<file path="src/rtl/ncoc_pkg.sv">
package ncoc_pkg;
  // Strobes from the window control to the datapath
  typedef struct packed {
    logic restart;   // load base increment, clear state
    logic launch;    // start a divide with the measured count
    logic apply;     // window boundary: load pending result
  } ncoc_strobe_t;
endpackage

</file>
<file path="src/rtl/ncoc_edge_sync.sv">
module ncoc_edge_sync #(
  parameter int STAGES = 2
) (
  input  logic clk,
  input  logic rstN,
  input  logic asyncIn,
  output logic rise
);
  // STAGES synchronizer flops plus one history flop for edge detection
  logic [STAGES:0] chain;

  always_ff @(posedge clk or negedge rstN) begin
    if (!rstN) chain <= '0;
    else       chain <= {chain[STAGES-1:0], asyncIn};
  end

  assign rise = chain[STAGES-1] & ~chain[STAGES];
endmodule

</file>
<file path="src/rtl/ncoc_ctrl.sv">
module ncoc_ctrl
  import ncoc_pkg::*;
#(
  parameter int GATE_REF  = 16000,
  parameter int MIN_COUNT = 100000,
  parameter int CNT_W     = 20
) (
  input  logic             clk,
  input  logic             rstN,
  input  logic             startPulse,
  input  logic             refRise,
  output ncoc_strobe_t     strobe,
  output logic [CNT_W-1:0] measured,
  output logic             errFlag
);
  localparam int REF_W    = (GATE_REF > 2) ? $clog2(GATE_REF) : 1;
  localparam int REF_LAST = GATE_REF - 1;

  typedef enum logic [1:0] {GATE_IDLE, GATE_ARM, GATE_RUN} gate_e;

  gate_e            state;
  logic [REF_W-1:0] refCnt;
  logic [CNT_W-1:0] localCnt;
  logic             boundary;
  logic             minOk;

  always_comb begin
    // count including the boundary cycle, saturating
    measured = (&localCnt) ? localCnt : localCnt + 1'b1;
    boundary = (state == GATE_RUN) && refRise && (refCnt == REF_W'(REF_LAST));
    minOk    = ({1'b0, measured} >= (CNT_W+1)'(MIN_COUNT));
    strobe.restart = startPulse;
    strobe.apply   = boundary && !startPulse;
    strobe.launch  = boundary && !startPulse && minOk;
  end

  always_ff @(posedge clk or negedge rstN) begin
    if (!rstN) begin
      state    <= GATE_IDLE;
      refCnt   <= '0;
      localCnt <= '0;
      errFlag  <= 1'b0;
    end else if (startPulse) begin
      state    <= GATE_ARM;
      refCnt   <= '0;
      localCnt <= '0;
      errFlag  <= 1'b0;
    end else begin
      case (state)
        GATE_ARM: begin
          if (refRise) begin
            state    <= GATE_RUN;
            refCnt   <= '0;
            localCnt <= '0;
          end
        end
        GATE_RUN: begin
          localCnt <= boundary ? '0 : measured;
          if (refRise) refCnt <= boundary ? '0 : refCnt + 1'b1;
          if (boundary) errFlag <= !minOk;
        end
        default: ;
      endcase
    end
  end
endmodule

</file>
<file path="src/rtl/ncoc_datapath.sv">
module ncoc_datapath
  import ncoc_pkg::*;
#(
  parameter int INC_W   = 32,
  parameter int NOMINAL = 200000,
  parameter int CNT_W   = 20
) (
  input  logic             clk,
  input  logic             rstN,
  input  ncoc_strobe_t     strobe,
  input  logic [CNT_W-1:0] measured,
  input  logic [INC_W-1:0] incInit,
  output logic [INC_W-1:0] incOut,
  output logic             incValid,
  output logic [INC_W-1:0] phaseAcc,
  output logic             busy
);
  localparam int NOM_W  = $clog2(NOMINAL + 1);
  localparam int PW     = INC_W + NOM_W;
  localparam int STEP_W = $clog2(PW + 1);

  logic [INC_W-1:0]  baseInc;
  logic [INC_W-1:0]  resQ;
  logic              resValid;
  logic [PW-1:0]     quo;
  logic [CNT_W-1:0]  rem;
  logic [CNT_W-1:0]  divisor;
  logic [STEP_W-1:0] step;

  logic [CNT_W:0]    trial;
  logic              takeBit;
  logic [CNT_W-1:0]  remNext;
  logic [PW-1:0]     quoNext;
  logic [INC_W-1:0]  quoSat;

  // One restoring step: shift in a dividend bit, subtract if it fits
  always_comb begin
    trial   = {rem, quo[PW-1]};
    takeBit = (trial >= {1'b0, divisor});
    remNext = takeBit ? CNT_W'(trial - {1'b0, divisor}) : trial[CNT_W-1:0];
    quoNext = {quo[PW-2:0], takeBit};
    quoSat  = (|quoNext[PW-1:INC_W]) ? '1 : quoNext[INC_W-1:0];
  end

  // Divider
  always_ff @(posedge clk or negedge rstN) begin
    if (!rstN) begin
      busy     <= 1'b0;
      quo      <= '0;
      rem      <= '0;
      divisor  <= '0;
      step     <= '0;
      resQ     <= '0;
      resValid <= 1'b0;
    end else if (strobe.restart) begin
      busy     <= 1'b0;
      resValid <= 1'b0;
    end else begin
      if (strobe.apply) resValid <= 1'b0;
      if (strobe.launch) begin
        quo     <= PW'(baseInc) * PW'(NOMINAL);
        rem     <= '0;
        divisor <= measured;
        step    <= '0;
        busy    <= 1'b1;
      end else if (busy) begin
        quo <= quoNext;
        rem <= remNext;
        if (step == STEP_W'(PW - 1)) begin
          busy     <= 1'b0;
          resQ     <= quoSat;
          resValid <= 1'b1;
        end else begin
          step <= step + 1'b1;
        end
      end
    end
  end

  // Increment register and phase accumulator
  always_ff @(posedge clk or negedge rstN) begin
    if (!rstN) begin
      baseInc  <= '0;
      incOut   <= '0;
      incValid <= 1'b0;
      phaseAcc <= '0;
    end else if (strobe.restart) begin
      baseInc  <= incInit;
      incOut   <= incInit;
      incValid <= 1'b0;
      phaseAcc <= '0;
    end else begin
      phaseAcc <= phaseAcc + incOut;
      incValid <= strobe.apply && resValid;
      if (strobe.apply && resValid) incOut <= resQ;
    end
  end
endmodule

</file>
<file path="src/rtl/ncoc_compensator.sv">
module ncoc_compensator
  import ncoc_pkg::*;
#(
  parameter int INC_W     = 32,
  parameter int NOMINAL   = 200000,
  parameter int GATE_REF  = 16000,
  parameter int MIN_COUNT = 100000,
  parameter int CNT_W     = 20,
  parameter int SYNC_STG  = 2
) (
  input  logic             clk,
  input  logic             rstN,
  input  logic             refClk,
  input  logic             startPulse,
  input  logic [INC_W-1:0] incInit,
  output logic [INC_W-1:0] incOut,
  output logic             incValid,
  output logic [INC_W-1:0] phaseAcc,
  output logic             busy,
  output logic             errFlag
);
  logic             refRise;
  ncoc_strobe_t     strobe;
  logic [CNT_W-1:0] measured;

  ncoc_edge_sync #(.STAGES(SYNC_STG)) uSync (
    .clk(clk), .rstN(rstN), .asyncIn(refClk), .rise(refRise)
  );

  ncoc_ctrl #(.GATE_REF(GATE_REF), .MIN_COUNT(MIN_COUNT), .CNT_W(CNT_W)) uCtrl (
    .clk(clk), .rstN(rstN), .startPulse(startPulse), .refRise(refRise),
    .strobe(strobe), .measured(measured), .errFlag(errFlag)
  );

  ncoc_datapath #(.INC_W(INC_W), .NOMINAL(NOMINAL), .CNT_W(CNT_W)) uPath (
    .clk(clk), .rstN(rstN), .strobe(strobe), .measured(measured),
    .incInit(incInit), .incOut(incOut), .incValid(incValid),
    .phaseAcc(phaseAcc), .busy(busy)
  );
endmodule

</file>
<file path="config.mk">
export PLATFORM = sky130hd
export DESIGN_NAME = ncoc_compensator
export DESIGN_NICKNAME = d
export VERILOG_FILES = /design/src/rtl/ncoc_pkg.sv /design/src/rtl/ncoc_edge_sync.sv /design/src/rtl/ncoc_ctrl.sv /design/src/rtl/ncoc_datapath.sv /design/src/rtl/ncoc_compensator.sv
export SDC_FILE = /design/constraint.sdc
export NUM_CORES = 1
export LEC_CHECK = 0
export BUFFER_PORTS_ARGS = -buffer_cell sky130_fd_sc_hd__buf_4
export CAP_MARGIN = 25
export CORE_MARGIN = 2
export CORE_UTILIZATION = 35
export DETAILED_ROUTE_END_ITERATION = 16
export PLACE_DENSITY = 0.61
export SYNTH_ARGS = -nofsm -noshare
export SYNTH_HDL_FRONTEND = slang
export SYNTH_HIERARCHICAL = 1
export SYNTH_SLANG_ARGS = --single-unit
</file>
<file path="constraint.sdc">
create_clock -name clk -period 11.13 [get_ports clk]
set_input_delay 0.5565 -clock clk [delete_from_list [all_inputs] [get_ports clk]]
set_output_delay 0.5565 -clock clk [all_outputs]
set_load 0.03 [all_outputs]
</file>
== Word level (Yosys, flattened, before mapping) ==
Cells that the tools add are included.

* $add $sub $neg: 5
* Multipliers: 1
* Equality and inequality tests: 7
* Order comparisons: 2
* Multiplexer cells: 38
* Bitwise logic cells: 4
* Div/mod/pow operators: 0
* Reduce and logical (&&, ||, !) cells: 24
* Shifts and indexed selects: 0

{| class="wikitable"
|+ Operators by type and width
! kind !! count
|-
| 20-bit two-way mux || 7
|-
| 32-bit two-way mux || 4
|-
| 50-bit two-way mux || 2
|-
| 14-bit two-way mux || 4
|-
| 32-bit by 12-bit multiplier with 44-bit output, second input constant || 1
|-
| 20-bit case mux with 2 select lines || 1
|-
| 32-bit adder || 1
|-
| 14-bit case mux with 2 select lines || 1
|-
| 21-bit by 20-bit >= comparator with 1-bit output || 1
|-
| 20-bit by 1-bit adder with 20-bit output, second input constant || 1
|-
| 20-bit by 17-bit >= comparator with 1-bit output, second input constant || 1
|-
| 20-bit AND reduction || 1
|-
| 20-bit subtractor || 1
|-
| 6-bit two-way mux || 3
|-
| 18-bit OR reduction || 1
|-
| 14-bit by 1-bit adder with 14-bit output, second input constant || 1
|-
| 14-bit equality test, second input constant || 1
|-
| 1-bit two-way mux || 13
|-
| 2-bit nonzero test || 6
|-
| 2-bit AND reduction || 5
|-
| 6-bit by 1-bit adder with 6-bit output, second input constant || 1
|-
| 6-bit equality test, second input constant || 1
|-
| 2-bit two-way mux || 3
|-
| 3-bit by 2-bit != test with 1-bit output, second input constant || 2
|-
| other kinds (10) || 18
|}

* Output and inout port bits: 67
* Logic and storage cells: 97
* Bits in writable memories: 0
* Register bits: 267
* Bits in read-only memories: 0
* Bits of input ports: 36
* Memories: 0
* Bits in latches: 0

== Logic depth before layout (Yosys ltp) ==
Gate-level depths: netlist of the first run.

* Word-level depth: 10
* Gate-level depth with buffers: 20
* Gate-level depth less buffers: 19

== Hierarchy ==
Netlist of the first run, hierarchy kept.

{| class="wikitable"
|+ By module, submodules not included
! module !! times used !! area an instance (um^2) !! cells an instance !! seq. area each (um^2)
|-
| ncoc_datapath || 1 || 18642.9 || 1963 || 5680.4
|-
| ncoc_ctrl || 1 || 2288.4 || 268 || 925.9
|-
| ncoc_edge_sync || 1 || 88.8 || 4 || 75.1
|}

== Worst setup path before layout of the first run ==
No wires, ideal clock.

* Path kind: register to register
* Start point: reg uPath.baseInc[3]
* End point: reg uPath.quo[48]
* Buffers on the path: 1
* Stages on the path, launching flop included: 21
* Data required time: 10.993 ns
* Library setup time: 0.137 ns
* Path slack: 6.296 ns
* Clock period less this slack: 4.834 ns
* Arrival time: 4.697 ns
* Path through: dfrtp_1 -> ha_1 -> ha_1 -> xor2_1 -> ha_1 -> a31o_2 -> fa_1 -> inv_1 -> fa_1 -> inv_1 -> ha_1 -> clkbuf_1 -> a21oi_1 -> o21ai_0 -> a2111oi_2 -> nor2_1 -> a221oi_4 -> o21bai_2 -> a21oi_2 -> xor2_1 -> a21oi_1

* Word-level cells in the longest chain between the ends: 2

{| class="wikitable"
|+ RTL lines
! item !! line !! source
|-
| start: declaration || ncoc_datapath.sv:22 || <nowiki>logic [INC_W-1:0] baseInc;</nowiki>
|-
| start signal: assignment || ncoc_datapath.sv:88 || <nowiki>baseInc <= incInit;</nowiki>
|-
| 32-bit by 12-bit multiplier with 44-bit output || ncoc_datapath.sv:61 || <nowiki>quo <= PW'(baseInc) * PW'(NOMINAL);</nowiki>
|-
| 50-bit two-way mux || ncoc_datapath.sv:60 || <nowiki>if (strobe.launch) begin</nowiki>
|-
| end signal: assignment || ncoc_datapath.sv:61 ||
|-
| end signal: assignment || ncoc_datapath.sv:67 || <nowiki>quo <= quoNext;</nowiki>
|-
| end: declaration || ncoc_datapath.sv:25 || <nowiki>logic [PW-1:0] quo;</nowiki>
|}

Every way passes these cells.
A chain may end at the register's enable or synchronous reset.

== Worst setup path after layout of the first run ==
* Start point: reg uPath.baseInc[8]
* End point: reg uPath.quo[42]

The elaborated chain is that of the path after synthesis.

==> flow_metrics.tcl, run 1 <==
set metrics [dict create \
    status "finished, final reports clean" \
    yosysWarnings 6 \
    critPathKind "flip-flop to flip-flop" \
    synth-seq-cells 267 \
    die_w_microns 249.1 \
    worstHoldPathType "input port to asynchronous set/reset pin" \
    gr-total-overflow 0 \
    finalHoldViolations 0 \
    clock.fmax_mhz 186.1 \
    power.density_nw_per_um2 296.1 \
    slew_headroom_pct 36.78 \
    drtPass1Iterations 5 \
    drc 0 \
    drive_above_1_share_pct 10.50 \
    fin_crit_ns 5.374 \
    clock_path_buffers 3 \
    grt_antenna_before_repair 0 \
    fin_crit_sh_pct 48.29 \
    mostFrequentLayoutCell "dfrtp_1" \
    placed_area_sq_um 22570 \
    synth_ff_type "dfrtp_1" \
    fin_tns_setup_ns 0 \
    start_util_pct 35.48 \
    yosys.area_share.simple_pct 10.04 \
    drtIter0Drc 1110 \
    worstPathArrival_ns 5.74 \
    postCtsSetupBuffers 0 \
    synth_top_area_share_pct 31.79 \
    rows 89 \
    critPathMaxFanout 7 \
    synth_top_family_by_area "adder cells" \
    coreArea_sq_um 59240 \
    fill_cells 5800 \
    nNetsFinal 2672 \
    synth-compound-area-share_pct 18.68 \
    cp-start-kind "flip-flop" \
    die_height_microns 249.1 \
    mostFrequentLayoutCells "dfrtp_1, inv_1, ha_1, nand2_1, o21ai_0" \
    cap_violations 0 \
    vias 16430 \
    layout-area-overhead-vs-synth_pct 12.78 \
    viasPerCell 5.306 \
    synth-xor-area-share_pct 5.583 \
    tritoncts "yes" \
    drt-total-wl_microns 54610 \
    synth_async_sr_flop_share_pct 100.0 \
    io_buffers 102 \
    crit_path_end_kind "flip-flop" \
    grt_pass1_wl_microns 91020 \
    grt_max_degree 152 \
    insertion_delay_ns 0.53 \
    rsz0062_at_grt "no" \
    max_slew.worst_pin.slew_ns 0.9483 \
    r2r_start "uPath/baseInc[8]" \
    setup_violations 0 \
    cp.required_ns 11.50 \
    synthesis.nets 2607 \
    synth_edf_count 0 \
    ys_seq_area_share_pct 31.79 \
    synthMuxAreaShare_pct 4.625 \
    cts_root_buf "clkbuf_16" \
    slew_viol_final 0 \
    clock_skew_ns 0.01921 \
    ant_nets 0 \
    antenna_cells 0 \
    cts_htree_levels 2 \
    synthAdderAreaFrac_pct 22.90 \
    grt_pass1_vias 16900 \
    place_hpwl_microns 41810 \
    ys_top_cells_by_area "dfrtp_1, ha_1, fa_1" \
    grt.total_usage_pct 17.86 \
    cts.sinks 267 \
    die_area_sq_um 62030 \
    cts-hold-fix-buffers 0 \
    numCtsBuffers 34 \
    synthCells 2235 \
    vdd_drop_max_uv 237.2 \
    wl_per_cell_microns 17.64 \
    startpoint "uPath/baseInc[8]" \
    post-route-util_pct 40.02 \
    syn_area_sq_um 21020 \
    gp_congestion 0.8855 \
    synth_top_area_cell "dfrtp_1" \
    design_area_sq_um 23710 \
    cts-resized-gates 0 \
    syn_avg_cell_area_sq_um 9.405 \
    synth_cell_types 90 \
    clk_pin_slew_ns 0.06 \
    ios 103 \
    leakage_uw 0.01189 \
]
-- routing by layer --
| layer | vias to the layer above | GRT usage [%] | share of wire, % |
|---|---|---|---|
| met1 | 8044 | 24.77 | 46 |
| met5 | - | 0 | 0 |
| met4 | 0 | 4.475 | 1.9 |
| li1 | 7935 | - | - |
| met2 | 376 | 29.19 | 47 |
| met3 | 71 | 2.665 | 5.0 |
-- where the power goes --
group | internal, uW | switching [uW] | leakage (uW)
Combinational | 1880 | 2910 | 0.00785
Clock | 693 | 436 | 0.000558
Sequential | 1030 | 65.4 | 0.00348
-- registers in the layout (all words and copies together) (netlist names), 2 cells and up --
| register | count |
|---|---|
| uPath/resQ | 32 |
| uPath/baseInc | 32 |
| uPath/phaseAcc | 32 |
| uPath/rem | 20 |
| uCtrl/refCnt | 14 |
| uPath/step | 6 |
| uCtrl/localCnt | 20 |
| uSync/chain | 3 |
| uCtrl/state | 2 |
| uPath/quo | 50 |
| uPath/incOut | 32 |
| uPath/divisor | 20 |
-- logic make-up after synthesis --
kind of cell               count (synthesis)
buffers and inverters                    349
muxes                                     93
adders and majority gates                337
DFF                                      267
and+or+nand+nor                          461
xor gates and xnor gates                 134
AOI/OAI and AO/OA                        594
-- metrics by stage --
step | hold slack, ns | cells | setup WS, ns | total power [uW]
finish | 0.1136 | 3096 | 5.756 | 7020
global route | 0.1202 | 3096 | 5.461 | 7727
CTS | 0.1109 | 3095 | 5.757 | 7056
detailed placement | 0.3616 | 3036 | 5.800 | 5849
global placement | 0.3637 | 3035 | 5.824 | 5835
floorplan | 0.2609 | 2235 | 6.296 | 4681
-- final cells by class --
| type | count | area (sq um) | area share (%) |
|---|---|---|---|
| Clock inverter | 9 | 127.6 | 0.5383 |
| Inverter | 260 | 975.9 | 4.117 |
| Clock buffer | 50 | 1002 | 4.228 |
| Sequential cell | 267 | 6681 | 28.18 |
| Multi-Input combinational cell | 1619 | 13040 | 55.02 |
| Timing Repair Buffer | 118 | 909.6 | 3.837 |
| Tap cell | 773 | 967.2 | 4.080 |
-- cell usage after synthesis, drive strengths merged (6+ instances only) --
cell type,count
o21a,11
o22ai,39
a31o,6
a21o,57
nor2b,12
nor3,20
or3,14
a211oi,15
nand4,17
nand3,33
mux2,33
o21bai,19
xor2,65
a31oi,14
a21oi,125
fa,80
nand2,175
inv,259
o22a,47
ha,256
nor4,10
mux2i,60
nand2b,16
and3,21
a22o,21
buf,19
nor2,126
xnor2,69
and2,6
o21ai,174
clkbuf,70
dfrtp,267
o31ai,13
-- worst max-delay path: stages (launching register included) --
cell      delay [ns]
dfrtp_1         0.49
ha_1            0.37
ha_1            0.34
inv_1           0.08
fa_1            0.51
inv_1           0.06
fa_1            0.53
inv_1           0.06
fa_1            0.54
inv_1           0.04
ha_1            0.40
nand2_1         0.13
nor2_1          0.23
nand3_1         0.15
nor4_1          0.45
o41ai_2         0.17
o22ai_1         0.25
a21boi_1        0.12
xor2_1          0.18
a31oi_1         0.11
-- worst paths after layout --
path,endpoint,cells past startpoint,slack [ns]
worst min register to register,uSync/chain[2],0,0.38
worst min-delay path,uPath/phaseAcc[11],1,0.11
max in group asynchronous,uPath/quo[40],2,9.57
min in group clk,uSync/chain[0],1,0.14
worst max-delay path,uPath/quo[42],19,5.76
worst max register to register,uPath/quo[42],19,5.76
No activity file was read; power rests on OpenSTA's default activity.
==> run 2, diff against run 1 <==
--- a/config.mk
+++ b/config.mk
@@ -10,7 +10,7 @@
 export CORE_MARGIN = 2
 export CORE_UTILIZATION = 35
 export DETAILED_ROUTE_END_ITERATION = 16
-export PLACE_DENSITY = 0.61
+export PLACE_DENSITY = 0.63
 export SYNTH_ARGS = -nofsm -noshare
 export SYNTH_HDL_FRONTEND = slang
 export SYNTH_HIERARCHICAL = 1
==> constraint.sdc (replaced) <==
create_clock -name clk -period 4.6 [get_ports clk]
set_input_delay 0.23 -clock clk [delete_from_list [all_inputs] [get_ports clk]]
set_output_delay 0.23 -clock clk [all_outputs]
set_load 0.03 [all_outputs]
==> run 2 against run 1 <==
Against the previous run: the run now ends with negative setup slack left; die area stayed put; power increased to 3.5 times the previous value; clock power is 130% higher; critical path depth unchanged; non-clock buffer count grew 269; worst hold slack worse by 0.065 ns; clock skew is 0.0032 ns lower; sequential cell count is the same; critical endpoint is now uPath/quo[40]; largest power group unchanged; highest routed layer is now met5.
==> flow_metrics.tcl, run 2 (synthesized netlist as in run 1, its figures left out) <==
set metrics [dict create \
    cp.required_ns 5.08 \
    critPathMaxFanout 4 \
    insertion_delay_ns 0.60 \
    grt_pass1_wl_microns 96410 \
    grt_pass1_vias 17930 \
    slew_viol_final 0 \
    setup_violations 11 \
    die_height_microns 249.1 \
    finalHoldViolations 0 \
    r2r-end "uPath/quo[40]" \
    clk_pin_slew_ns 0.06 \
    violations "negative setup slack" \
    top_register "uPath/quo" \
    grt_antenna_before_repair 9 \
    tritoncts "yes" \
    start_util_pct 35.48 \
    leakage_uw 0.01326 \
    wl_per_cell_microns 18.14 \
    cts_root_buf "clkbuf_16" \
    cts.sinks 267 \
    clock_skew_ns 0.01604 \
    die_area_sq_um 62030 \
    nNetsFinal 2938 \
    critPathTopFamily "adder cells" \
    switching_share_pct 45.59 \
    cts_htree_levels 1 \
    grt_max_degree 108 \
    rsz0062_at_grt "yes" \
    mostFrequentLayoutCell "buf_4" \
    worst_hold_startpoint "startPulse" \
    startpoint "uPath/baseInc[6]" \
    clock_path_buffers 3 \
    numCtsBuffers 31 \
    p_sw_uw 11220 \
    viasPerCell 5.263 \
    pwr-share-clk_pct 10.4 \
    clock.fmax_mhz 211.5 \
    stdcell_count 3364 \
    p_int_uw 13400 \
    power.density_nw_per_um2 893.7 \
    fill_cells 5512 \
    cap_violations 0 \
    cpMostUsedCell "inv_2" \
    drtPass1Iterations 8 \
    p_comb_share_pct 78.8 \
    fin_crit_ns 4.728 \
    drt-total-wl_microns 61020 \
    vias 17700 \
    ff_latch_area_sq_um 6709 \
    slowest_stage "fa_1" \
    place_hpwl_microns 45620 \
    post-place-ws_ns -0.4623 \
    slew_headroom_pct 41.51 \
    rows 89 \
    worstHoldPathType "input port to flip-flop" \
    fin_crit_sh_pct 102.8 \
    vdd_drop_max_uv 1060 \
    die_w_microns 249.1 \
    crit_end "uPath/quo[40]" \
    status "complete, but fails checks" \
    crit_cells 19 \
    r2r_setup_slack_ns -0.13 \
    grt.total_usage_pct 19.03 \
    drive_above_1_share_pct 27.42 \
    largest_reg_flops 50 \
    critPathKind "flip-flop to flip-flop" \
    path_cells "ha_4 -> ha_4 -> inv_2 -> fa_1 -> inv_2 -> fa_1 -> inv_2 -> fa_1 -> inv_2 -> ha_4 -> a211oi_4 -> o21bai_4 -> a2111oi_4 -> nor2_4 -> a221oi_4 -> o21bai_4 -> xnor2_1 -> a21oi_1 -> a21o_1" \
    ios 103 \
    p_seq_share_pct 10.8 \
    fin_ws_ns -0.1277 \
    gp_congestion 0.9433 \
    r2r_start "uPath/baseInc[6]" \
    ant_nets 0 \
    reg2reg_depth 19 \
    layout-area-overhead-vs-synth_pct 31.07 \
    cp-start-kind "flip-flop" \
    worstPathArrival_ns 5.21 \
    cp_num_buf_inv 4 \
    mostFrequentLayoutCells "buf_4, dfrtp_1, inv_1, ha_1, nand2_1" \
    slowest_delay_ns 0.56 \
    drc 0 \
    max_slew.worst_pin.slew_ns 0.8773 \
    drtIter0Drc 1164 \
    io_buffers 102 \
    crit_path_end_kind "flip-flop" \
    coreArea_sq_um 59240 \
    multi_input_area_sq_um 14740 \
    dp.cells 3227 \
    gr-total-overflow 0 \
]
run 2: power by group through the flow:
stage          clock, uW  sequential, uW  combinational [uW]
2_1_floorplan          0            2790                8660
3_5_place_dp           0            2670               14100
3_3_place_gp           0            2670               14100
6_report            2560            2650               19400
4_1_cts             2620            2640               16800
5_1_grt             2710            2670               21100
run 2: through the flow:
stage	total power, uW	setup TNS (ns)	instance area [sq um]	hold WS [ns]	utilization [%]
final	24620	-0.8377	27550	0.04896	46.50
after detailed placement	16810	-6.400	24100	0.3124	40.68
after CTS	22030	-0.4374	26580	0.02498	44.87
after floorplan	11450	0	21120	-0.06559	-
after global routing	26500	-3.229	27550	0.06091	46.50
after global placement	16770	-4.933	24100	0.3100	40.68
run 2: how the worst min path moves through the flow:
stage | end | slack, ns | cells after the start
after floorplan | uCtrl/errFlag | -0.07 | 0
after global placement | uSync/chain[1] | 0.31 | 1
after detailed placement | uSync/chain[1] | 0.31 | 1
after CTS | uPath/baseInc[30] | 0.02 | 3
after global routing | uPath/baseInc[30] | 0.06 | 3
final | uCtrl/state[1] | 0.05 | 2
run 2: timing repair:
item | 4_1_cts | 5_1_grt
pin swaps | 63 | 94
buffers inserted | 28 | 19
endpoints found under the hold margin | 156 | 0
endpoints found under the setup margin | 25 | 28
cloned | 0 | 0
resized for setup | 157 | 148
hold buffers | 33 | 0
run 2: layout make-up:
cell class / count / share of cell area [%]
Timing Repair Buffer: 387 / 11.29
Multi-Input combinational cell: 1619 / 53.50
Clock inverter: 12 / 0.4587
Sequential cell: 267 / 24.35
Inverter: 260 / 3.542
Antenna cell: 2 / 0.01817
Tap cell: 773 / 3.511
Clock buffer: 44 / 3.320
run 2: layer usage:
layer | routed length, microns | share of wire [%] | track usage (%) | up-vias
li1 | - | - | - | 8464
met1 | 27990 | 46 | 26.24 | 8735
met2 | 28220 | 46 | 30.79 | 390
met3 | 2830 | 4.6 | 2.832 | 109
met4 | 1943 | 3.2 | 5.886 | 6
met5 | 43 | 0.070 | 0 | -
==> run 3, diff against run 2 <==
--- a/config.mk
+++ b/config.mk
@@ -9,6 +9,7 @@
 export CAP_MARGIN = 25
 export CORE_MARGIN = 2
 export CORE_UTILIZATION = 35
+export CTS_BUF_LIST = sky130_fd_sc_hd__clkbuf_2
 export DETAILED_ROUTE_END_ITERATION = 16
 export PLACE_DENSITY = 0.63
 export SYNTH_ARGS = -nofsm -noshare
==> run 3 against run 2 <==
Against the previous run: the flow still finishes with violations (negative setup slack); via count is 2.9% higher; clock skew is 0.080 ns higher; setup slack worse by 0.10 ns; maximum frequency is 2.1% lower; highest routed layer unchanged.
==> flow_metrics.tcl, run 3 (synthesized netlist as in run 1, its figures left out) <==
set metrics [dict create \
    place_hpwl_microns 45620 \
    insertion_delay_ns 1.06 \
    die_area_sq_um 62030 \
    drtIter0Drc 1250 \
    io_buffers 102 \
    drt-total-wl_microns 62060 \
    drtPass1Iterations 5 \
    critPathMaxFanout 4 \
    fin_crit_sh_pct 105.0 \
    worstHoldPathType "input port to flip-flop" \
    drive_above_1_share_pct 28.00 \
    clock_path_buffers 3 \
    setup_violations 14 \
    max_slew.worst_pin.slew_ns 0.8568 \
    mostFrequentLayoutCells "buf_4, dfrtp_1, inv_1, ha_1, nand2_1" \
    die_w_microns 249.1 \
    grt_pass1_vias 18560 \
    clock_skew_ns 0.09611 \
    status "complete, but fails checks" \
    fin_tns_setup_ns -1.713 \
    cts_htree_levels 3 \
    layout-area-overhead-vs-synth_pct 30.60 \
    nNetsFinal 3028 \
    vdd_drop_max_uv 821.4 \
    power.density_nw_per_um2 868.9 \
    fin_crit_ns 4.831 \
    post-route-util_pct 46.34 \
    cp-start-kind "flip-flop" \
    finalHoldViolations 0 \
    violations "negative setup slack" \
    tritoncts "yes" \
    drc 0 \
    fin_ws_ns -0.2306 \
    start_util_pct 35.48 \
    slew_viol_final 0 \
    largest_reg_flops 50 \
    vias 18210 \
    cp.required_ns 5.45 \
    leakage_uw 0.01346 \
    top_register "uPath/quo" \
    grt_max_degree 105 \
    clock.fmax_mhz 207.0 \
    die_height_microns 249.1 \
    grt_pass1_wl_microns 98850 \
    rows 89 \
    hold_ws_ns 0.1050 \
    numCtsBuffers 76 \
    cts.sinks 267 \
    cap_violations 0 \
    viasPerCell 5.215 \
    grt_antenna_before_repair 10 \
    worstPathArrival_ns 5.68 \
    rsz0062_at_grt "yes" \
    critPathKind "flip-flop to flip-flop" \
    crit_path_end_kind "flip-flop" \
    wl_per_cell_microns 17.77 \
    mostFrequentLayoutCell "buf_4" \
    ios 103 \
    ant_nets 0 \
    coreArea_sq_um 59240 \
    clk_pin_slew_ns 0.14 \
    gp_congestion 0.9433 \
    cts_root_buf "clkbuf_2" \
    grt.total_usage_pct 19.71 \
    slew_headroom_pct 42.88 \
    gr-total-overflow 0 \
]
-- run 3: layout make-up --
cell class,count,area (sq um)
Fill cell,5621,31790
Multi-Input combinational cell,1619,14560
Sequential cell,267,6704
Timing Repair Buffer,432,3522
Inverter,260,975.9
Tap cell,773,967.2
Clock buffer,108,540.5
Clock inverter,28,170.2
Antenna cell,5,12.51
-- run 3: final timing paths --
| kind | slack [ns] | endpoint | start | depth (start not counted) |
|---|---|---|---|---|
| setup reg to reg | -0.23 | uPath/quo[38] | uPath/baseInc[5] | 21 |
| max in group asynchronous | 3.54 | uPath/baseInc[9] | rstN | 4 |
| hold / removal | 0.11 | uPath/baseInc[19] | incInit[19] | 3 |
| min in group asynchronous | 0.41 | uCtrl/refCnt[2] | rstN | 4 |
| hold reg to reg | 0.36 | uSync/chain[1] | uSync/chain[0] | 0 |
| setup / recovery | -0.23 | uPath/quo[38] | uPath/baseInc[5] | 21 |
-- run 3: metrics by stage --
| step | power, uW | cell area (sq um) | std cells | setup WS [ns] |
|---|---|---|---|---|
| 2_1_floorplan | 11450 | 21120 | 2235 | 0.006446 |
| 3_3_place_gp | 16770 | 24100 | 3227 | -0.3773 |
| 3_5_place_dp | 16810 | 24100 | 3227 | -0.4623 |
| 4_1_cts | 21700 | 26720 | 3465 | -0.1251 |
| 5_1_grt | 25740 | 27450 | 3492 | -0.3598 |
| 6_report | 23850 | 27450 | 3492 | -0.2306 |
-- run 3: what timing repair did --
action                                 4_1_cts  5_1_grt
hold buffers                                72        0
resized for setup                          161       98
endpoints found under the hold margin      369        0
setup endpoints to repair                   26       28
setup buffers                               30       22
pin swaps                                   91       75
-- run 3: routing by layer --
| layer | up-vias | wire, microns | track usage, % |
|---|---|---|---|
| li1 | 8697 | - | - |
| met1 | 8929 | 27930 | 26.39 |
| met2 | 455 | 29010 | 31.84 |
| met3 | 121 | 3187 | 3.918 |
| met4 | 8 | 1878 | 6.592 |
| met5 | - | 52 | 0 |
-- run 3: where the power goes --
part           internal, uW  leakage [uW]  switching, uW
Sequential             2490       0.00346            151
Combinational          9430       0.00947           9910
Clock                   750      0.000532           1110
Total                 12700        0.0135          11200
-- run 3: critical path, stage by stage (launching register included) --
cell      delay [ns]
dfrtp_2         0.49
ha_4            0.28
ha_4            0.25
xor2_2          0.18
ha_2            0.19
a31o_4          0.22
fa_1            0.49
inv_2           0.04
fa_1            0.55
inv_2           0.05
ha_4            0.26
a21oi_4         0.20
buf_6           0.13
nor2_2          0.03
o21bai_1        0.18
a21oi_2         0.11
o41ai_2         0.31
buf_4           0.19
buf_4           0.11
o22ai_2         0.08
xnor2_2         0.19
a21oi_1         0.10
